===== src/rtl/lmw_pkg.sv =====
package lmw_pkg;
  // Address width for a given depth, never below one bit.
  function automatic int unsigned width_of(int unsigned n);
    return (n < 2) ? 1 : $clog2(n);
  endfunction

  // Lane that owns a given data bit.
  function automatic int unsigned lane_of(int unsigned bit_idx, int unsigned lane_w);
    return bit_idx / lane_w;
  endfunction

  // Registers in front of the array for a given latency (array adds one write cycle).
  function automatic int unsigned pre_stages(int unsigned lat);
    return (lat == 0) ? 0 : lat - 1;
  endfunction
endpackage


===== src/rtl/lmw_shift.sv =====
module lmw_shift #(
  parameter int unsigned W      = 1,
  parameter int unsigned STAGES = 0
) (
  input  logic                     clk,
  input  logic [W-1:0]             d,
  output logic [STAGES:0][W-1:0]   taps
);
  assign taps[0] = d;
  generate
    if (STAGES > 0) begin : g_regs
      logic [W-1:0] st [STAGES];
      always_ff @(posedge clk) begin
        st[0] <= d;
        for (int k = 1; k < STAGES; k++) st[k] <= st[k-1];
      end
      for (genvar k = 1; k <= STAGES; k++) begin : g_tap
        assign taps[k] = st[k-1];
      end
    end
  endgenerate
endmodule


===== src/rtl/lmw_rd_path.sv =====
module lmw_rd_path #(
  parameter int unsigned AW  = 4,
  parameter int unsigned LAT = 1
) (
  input  logic          clk,
  input  logic          req,
  input  logic [AW-1:0] addr,
  output logic [AW-1:0] arr_addr,
  output logic          tail_ld
);
  localparam int unsigned EN_ST = lmw_pkg::pre_stages(LAT);

  logic [EN_ST:0][0:0] en_tap;
  lmw_shift #(.W(1), .STAGES(EN_ST)) u_en (.clk(clk), .d(req), .taps(en_tap));

  // Stage k loads only when the request sitting at depth k is valid.
  logic [AW-1:0] a_st [LAT];
  always_ff @(posedge clk) begin
    if (en_tap[0][0]) a_st[0] <= addr;
    for (int k = 1; k < LAT; k++)
      if (en_tap[k][0]) a_st[k] <= a_st[k-1];
  end

  assign arr_addr = a_st[LAT-1];
  assign tail_ld  = en_tap[EN_ST][0];
endmodule


===== src/rtl/lmw_wr_path.sv =====
module lmw_wr_path #(
  parameter int unsigned AW    = 4,
  parameter int unsigned DW    = 16,
  parameter int unsigned LANES = 2,
  parameter int unsigned LAT   = 1
) (
  input  logic             clk,
  input  logic             req,
  input  logic [LANES-1:0] mask,
  input  logic [AW-1:0]    addr,
  input  logic [DW-1:0]    data,
  output logic             arr_we,
  output logic [LANES-1:0] arr_mask,
  output logic [AW-1:0]    arr_addr,
  output logic [DW-1:0]    arr_data
);
  localparam int unsigned PW = 1 + LANES + AW + DW;
  localparam int unsigned ST = lmw_pkg::pre_stages(LAT);

  logic [ST:0][PW-1:0] taps;
  lmw_shift #(.W(PW), .STAGES(ST)) u_bundle (
    .clk(clk), .d({req, mask, addr, data}), .taps(taps)
  );
  assign {arr_we, arr_mask, arr_addr, arr_data} = taps[ST];
endmodule


===== src/rtl/lmw_array.sv =====
module lmw_array #(
  parameter int unsigned DEPTH = 16,
  parameter int unsigned DW    = 16,
  parameter int unsigned LANES = 2,
  parameter int unsigned NR    = 2,
  parameter int unsigned NW    = 2
) (
  input  logic                       clk,
  input  logic [NR*lmw_pkg::width_of(DEPTH)-1:0] raddr,
  output logic [NR*DW-1:0]           rdata,
  input  logic [NW-1:0]              we,
  input  logic [NW*LANES-1:0]        wmask,
  input  logic [NW*lmw_pkg::width_of(DEPTH)-1:0] waddr,
  input  logic [NW*DW-1:0]           wdata
);
  localparam int unsigned AW = lmw_pkg::width_of(DEPTH);
  localparam int unsigned LW = DW / LANES;

  logic [DW-1:0] mem [DEPTH];

  // Later ports overwrite earlier ones at the same edge; masked lanes only.
  always_ff @(posedge clk) begin
    for (int p = 0; p < NW; p++)
      for (int b = 0; b < DW; b++)
        if (we[p] && wmask[p*LANES + lmw_pkg::lane_of(b, LW)])
          mem[waddr[p*AW +: AW]][b] <= wdata[p*DW + b];
  end

  generate
    for (genvar r = 0; r < NR; r++) begin : g_rd
      assign rdata[r*DW +: DW] = mem[raddr[r*AW +: AW]];
    end
  endgenerate
endmodule


===== src/rtl/lat_mem_wrap.sv =====
module lat_mem_wrap #(
  parameter int unsigned DEPTH  = 16,
  parameter int unsigned DATA_W = 16,
  parameter int unsigned LANES  = 2,
  parameter int unsigned RD_LAT = 2,
  parameter int unsigned WR_LAT = 2,
  parameter int unsigned N_RD   = 1,
  parameter int unsigned N_WR   = 1,
  parameter int unsigned N_RW   = 1
) (
  input  logic                                           clk,
  input  logic [N_RD-1:0]                                rd_en,
  input  logic [N_RD*lmw_pkg::width_of(DEPTH)-1:0]       rd_addr,
  output logic [N_RD*DATA_W-1:0]                         rd_data,
  input  logic [N_WR-1:0]                                wr_en,
  input  logic [N_WR*lmw_pkg::width_of(DEPTH)-1:0]       wr_addr,
  input  logic [N_WR*DATA_W-1:0]                         wr_data,
  input  logic [N_WR*LANES-1:0]                          wr_mask,
  input  logic [N_RW-1:0]                                rw_en,
  input  logic [N_RW-1:0]                                rw_wmode,
  input  logic [N_RW*lmw_pkg::width_of(DEPTH)-1:0]       rw_addr,
  input  logic [N_RW*DATA_W-1:0]                         rw_wdata,
  input  logic [N_RW*LANES-1:0]                          rw_wmask,
  output logic [N_RW*DATA_W-1:0]                         rw_rdata
);
  localparam int unsigned AW = lmw_pkg::width_of(DEPTH);
  localparam int unsigned NR = N_RD + N_RW;
  localparam int unsigned NW = N_WR + N_RW;

  generate
    if (RD_LAT < 1 || WR_LAT < 1 || LANES < 1 || (DATA_W % LANES) != 0 ||
        N_RD < 1 || N_WR < 1 || N_RW < 1) begin : g_bad_cfg
      $error("lat_mem_wrap: latencies must be >= 1 and DATA_W a multiple of LANES");
    end
  endgenerate

  // Named internal events, observed by the bound checker.
  logic [NR*AW-1:0]    arr_raddr;
  logic [NR-1:0]       rd_tail_ld;
  logic [NR*DATA_W-1:0] arr_rdata;
  logic [NW-1:0]       arr_we;
  logic [NW*LANES-1:0] arr_wmask;
  logic [NW*AW-1:0]    arr_waddr;
  logic [NW*DATA_W-1:0] arr_wdata;

  generate
    for (genvar r = 0; r < N_RD; r++) begin : g_rd
      lmw_rd_path #(.AW(AW), .LAT(RD_LAT)) u_rd (
        .clk(clk), .req(rd_en[r]), .addr(rd_addr[r*AW +: AW]),
        .arr_addr(arr_raddr[r*AW +: AW]), .tail_ld(rd_tail_ld[r])
      );
      assign rd_data[r*DATA_W +: DATA_W] = arr_rdata[r*DATA_W +: DATA_W];
    end

    for (genvar w = 0; w < N_WR; w++) begin : g_wr
      lmw_wr_path #(.AW(AW), .DW(DATA_W), .LANES(LANES), .LAT(WR_LAT)) u_wr (
        .clk(clk), .req(wr_en[w]), .mask(wr_mask[w*LANES +: LANES]),
        .addr(wr_addr[w*AW +: AW]), .data(wr_data[w*DATA_W +: DATA_W]),
        .arr_we(arr_we[w]), .arr_mask(arr_wmask[w*LANES +: LANES]),
        .arr_addr(arr_waddr[w*AW +: AW]), .arr_data(arr_wdata[w*DATA_W +: DATA_W])
      );
    end

    // Each combined port splits into a read path and a write path.
    for (genvar k = 0; k < N_RW; k++) begin : g_rw
      localparam int unsigned RS = N_RD + k;
      localparam int unsigned WS = N_WR + k;
      logic rd_req, wr_req;
      assign rd_req = rw_en[k] & ~rw_wmode[k];
      assign wr_req = rw_en[k] &  rw_wmode[k];

      lmw_rd_path #(.AW(AW), .LAT(RD_LAT)) u_rd (
        .clk(clk), .req(rd_req), .addr(rw_addr[k*AW +: AW]),
        .arr_addr(arr_raddr[RS*AW +: AW]), .tail_ld(rd_tail_ld[RS])
      );
      lmw_wr_path #(.AW(AW), .DW(DATA_W), .LANES(LANES), .LAT(WR_LAT)) u_wr (
        .clk(clk), .req(wr_req), .mask(rw_wmask[k*LANES +: LANES]),
        .addr(rw_addr[k*AW +: AW]), .data(rw_wdata[k*DATA_W +: DATA_W]),
        .arr_we(arr_we[WS]), .arr_mask(arr_wmask[WS*LANES +: LANES]),
        .arr_addr(arr_waddr[WS*AW +: AW]), .arr_data(arr_wdata[WS*DATA_W +: DATA_W])
      );
      assign rw_rdata[k*DATA_W +: DATA_W] = arr_rdata[RS*DATA_W +: DATA_W];
    end
  endgenerate

  lmw_array #(.DEPTH(DEPTH), .DW(DATA_W), .LANES(LANES), .NR(NR), .NW(NW)) u_array (
    .clk(clk), .raddr(arr_raddr), .rdata(arr_rdata),
    .we(arr_we), .wmask(arr_wmask), .waddr(arr_waddr), .wdata(arr_wdata)
  );
endmodule


===== config.mk =====
export PLATFORM = sky130hd
export DESIGN_NAME = lat_mem_wrap
export DESIGN_NICKNAME = d
export VERILOG_FILES = /design/src/rtl/lmw_pkg.sv /design/src/rtl/lmw_shift.sv /design/src/rtl/lmw_rd_path.sv /design/src/rtl/lmw_wr_path.sv /design/src/rtl/lmw_array.sv /design/src/rtl/lat_mem_wrap.sv
export SDC_FILE = /design/constraint.sdc
export NUM_CORES = 1
export LEC_CHECK = 0
export BUFFER_PORTS_ARGS = -buffer_cell sky130_fd_sc_hd__buf_2
export CORE_MARGIN = 2
export CORE_UTILIZATION = 40
export CTS_CLUSTER_DIAMETER = 100
export DETAILED_ROUTE_END_ITERATION = 8
export PLACE_DENSITY = 0.61
export SLEW_MARGIN = 25
export SYNTH_ARGS = -nofsm -noshare
export SYNTH_HDL_FRONTEND = slang
export SYNTH_SLANG_ARGS = --single-unit

===== constraint.sdc =====
create_clock -name clk -period 2.1 [get_ports clk]
set_input_delay 0.21 -clock clk [delete_from_list [all_inputs] [get_ports clk]]
set_output_delay 0.21 -clock clk [all_outputs]
set_load 0.02 [all_outputs]

==> flow_metrics.env <==
export IMPL_antenna_found_initial=0
export IMPL_fill_cells=3393
export IMPL_place_hpwl_um=32600
export IMPL_tns_ns=-13.28
export IMPL_track_usage_pct=23.0
export IMPL_final_core_util_pct=51.6
export IMPL_layout_common_cells="edfxtp_1 (272), mux2_2 (225), mux4_2 (128), buf_4 (99), buf_2 (58)"
export IMPL_synth_seq_cells=320
export IMPL_syn_nets=1048
export IMPL_hold_violations=0
export IMPL_initial_core_util_pct=40.7
export IMPL_ioPinCount=85
export IMPL_avgViaCountPerCell=5.98
export IMPL_fp_dieH_um=209
export IMPL_drtIter0Drc=963
export IMPL_synth_flop_cell="edfxtp_1"
export IMPL_reg2reg_depth=3
export IMPL_required_ns=1.89
export IMPL_power_leakage_nw=7.46
export IMPL_num_antenna_cells=0
export IMPL_fmax_mhz=387
export IMPL_yosysTopAreaCellShare_pct=48.8
export IMPL_period_share_pct=123
export IMPL_grt_pass1_wl_um=72800
export IMPL_r2r_end="u_array.mem[14][10]"
export IMPL_hp_class="in2reg"
export IMPL_clk_latency_ns=0.55
export IMPL_hp_start="wr_addr[3]"
export IMPL_core_rowCount=74
export IMPL_fin_crit_ns=2.59
export IMPL_synth_distinct_cells=32
export IMPL_drive_above_1_share_pct=61.1
export IMPL_dr_pass1_iters=4
export IMPL_rrSetupSlack_ns=0.12
export IMPL_slew_headroom_pct=46.8
export IMPL_arrival_ns=2.38
export IMPL_grt_start_max_net_pins=33
export IMPL_detail_route_wl_per_cell_um=27.9
export IMPL_synth_edf_count=272
export IMPL_slew_violations=0
export IMPL_area_growth_pct=26.7
export IMPL_final_common_cell="edfxtp_1"
export IMPL_die_area_um2=43500
export IMPL_finClkSkew_ns=0.00999
export IMPL_synth_top_cells_by_area="edfxtp_1 (49%), mux4_2 (17%), mux2_2 (15%), dfxtp_1 (5.7%), a22oi_1 (2.9%)"
export IMPL_placed_area_um2=18600
export IMPL_cts_tree="done"
export IMPL_critPathKind="reg2out"
export IMPL_whs_endpoint="g_wr[0].u_wr.u_bundle.g_regs.st[0][19]"
export IMPL_cts_root_buf="clkbuf_16"
export IMPL_mappedNetlistArea_um2=16700
export IMPL_r2r_start="g_rw[0].u_wr.u_bundle.g_regs.st[0][19]"
export IMPL_ant_nets=0
export IMPL_yosysWarnings=0
export IMPL_syn_inst=995
export IMPL_place_congestion=0.829
export IMPL_ys_seq_area_share_pct=54.5
export IMPL_grt_pass1_vias=10700
export IMPL_vias=10700
export IMPL_critPathCaptureType="output pin"
export IMPL_clk_path_buf_depth=3
export IMPL_violations="negative setup slack"
export IMPL_rsz0062_at_grt="true"
export IMPL_core_area_um2=41100
export IMPL_maxCapViolCount=0
export IMPL_cts_clk_slew_worst_paths_ns=0.06
export IMPL_start_kind="flip-flop"
export IMPL_cellPowerDensity_nw_per_um2=770
export IMPL_setup_ws_ns=-0.487
export IMPL_hold_depth=2
export IMPL_ys_async_sr_fraction_pct=0
export IMPL_drc=0
export IMPL_fin_nets=1276
export IMPL_setup_violations_final=32
export IMPL_cts_sink_count=320
export IMPL_htree_levels=2
export IMPL_fin_area_um2=21200
export IMPL_cts_made_buffers=38
export IMPL_tightest_slew_ns=0.798
export IMPL_synth_largest_area_cell="edfxtp_1"
export IMPL_crit_start="g_rd[0].u_rd.a_st[0][4]"
export IMPL_outcome="complete, but fails checks"
export IMPL_finalWirelength_um=49900
export IMPL_ir_drop_uv=529
export IMPL_worstPathMaxFanout=8
export IMPL_syn_area_per_cell_um2=16.8
export IMPL_io_buffers=84
export IMPL_gr_total_overflow=0
export IMPL_die_w_um=209
==> state kept, by name, summed over array words and instances (netlist names) <==
register	flops
u_array.mem	256
g_rd.u_rd.a_st	8
g_rd.u_rd.u_en.g_regs.st	1
g_wr.u_wr.u_bundle.g_regs.st	23
g_rw.u_wr.u_bundle.g_regs.st	23
g_rw.u_rd.u_en.g_regs.st	1
g_rw.u_rd.a_st	8
==> power breakdown <==
group | total (mW) | internal, mW | switching, mW
logic | 2.40 | 1.30 | 1.11
registers | 7.33 | 7.07 | 0.256
clock network | 6.61 | 3.92 | 2.69
total | 16.3 | 12.3 | 4.05
==> synthesized netlist by cell type (9+ instances only) <==
cell / number
a22oi_1: 64
buf_2: 17
clkbuf_1: 58
dfxtp_1: 48
edfxtp_1: 272
mux2_2: 225
mux2_4: 31
mux4_2: 128
nand2_1: 34
nor2_2: 18
nor2b_1: 9
o21ai_0: 12
o22ai_1: 18
==> stage by stage <==
stage	hold slack [ns]	instances	power [mW]	setup WS (ns)
after CTS	0.262	1780	16.3	-0.513
after global routing	0.287	1785	16.8	-0.543
after global placement	0.312	1639	9.37	-0.0490
final	0.285	1785	16.3	-0.487
after detailed placement	0.314	1639	9.39	-0.00782
after floorplan	0.238	995	8.60	0.211
==> timing repair <==
item	in CTS	in global routing
setup endpoints to repair	32	48
buffers inserted	13	5
pin swaps	28	47
endpoints found under the hold margin	60	0
resized for setup	78	73
gates cloned	5	2
hold buffers	53	0
==> cell families (layout without fill, tap and decap cells) <==
group	count (synthesis)	in the layout	share of synthesized area [%]
muxes	384	384	35.1
AOI/OAI and AO/OA	96	96	3.99
buffers and inverters	92	350	2.42
and+or+nand+nor	103	103	3.97
DFF	320	320	54.5
==> critical path: stages, from the launching register on <==
cell	delay (ns)
edfxtp_1	0.43
buf_12	0.22
buf_12	0.16
mux4_2	0.57
a22oi_2	0.18
nand2_1	0.11
buf_6	0.14
==> worst max-delay path by stage <==
stage	cells after the start	to	slack [ns]
2_1_floorplan	5	rd_data[10]	0.21
3_3_place_gp	6	rw_rdata[8]	-0.05
3_5_place_dp	6	rw_rdata[8]	-0.008
4_1_cts	8	rw_rdata[14]	-0.51
5_1_grt	7	rw_rdata[15]	-0.54
6_report	6	rd_data[13]	-0.49
==> layout make-up <==
| cell class | instances | area, µm² | share of cell area, % |
|---|---|---|---|
| clock buffer | 48 | 1130 | 5.31 |
| sequential | 320 | 9130 | 43.0 |
| tap | 532 | 666 | 3.14 |
| timing repair buffer | 280 | 2660 | 12.5 |
| clock inverter | 22 | 134 | 0.631 |
| multi-input combinational | 583 | 7510 | 35.4 |
==> metal layers <==
metal | wire [µm] | GRT usage (%) | up-vias
li1 | - | - | 4563
met1 | 21500 | 33.1 | 5578
met2 | 23300 | 35.8 | 473
met3 | 3940 | 4.18 | 69
met4 | 1110 | 6.40 | 0
met5 | 0 | 0 | -
Power figures use the tool's default switching activity.
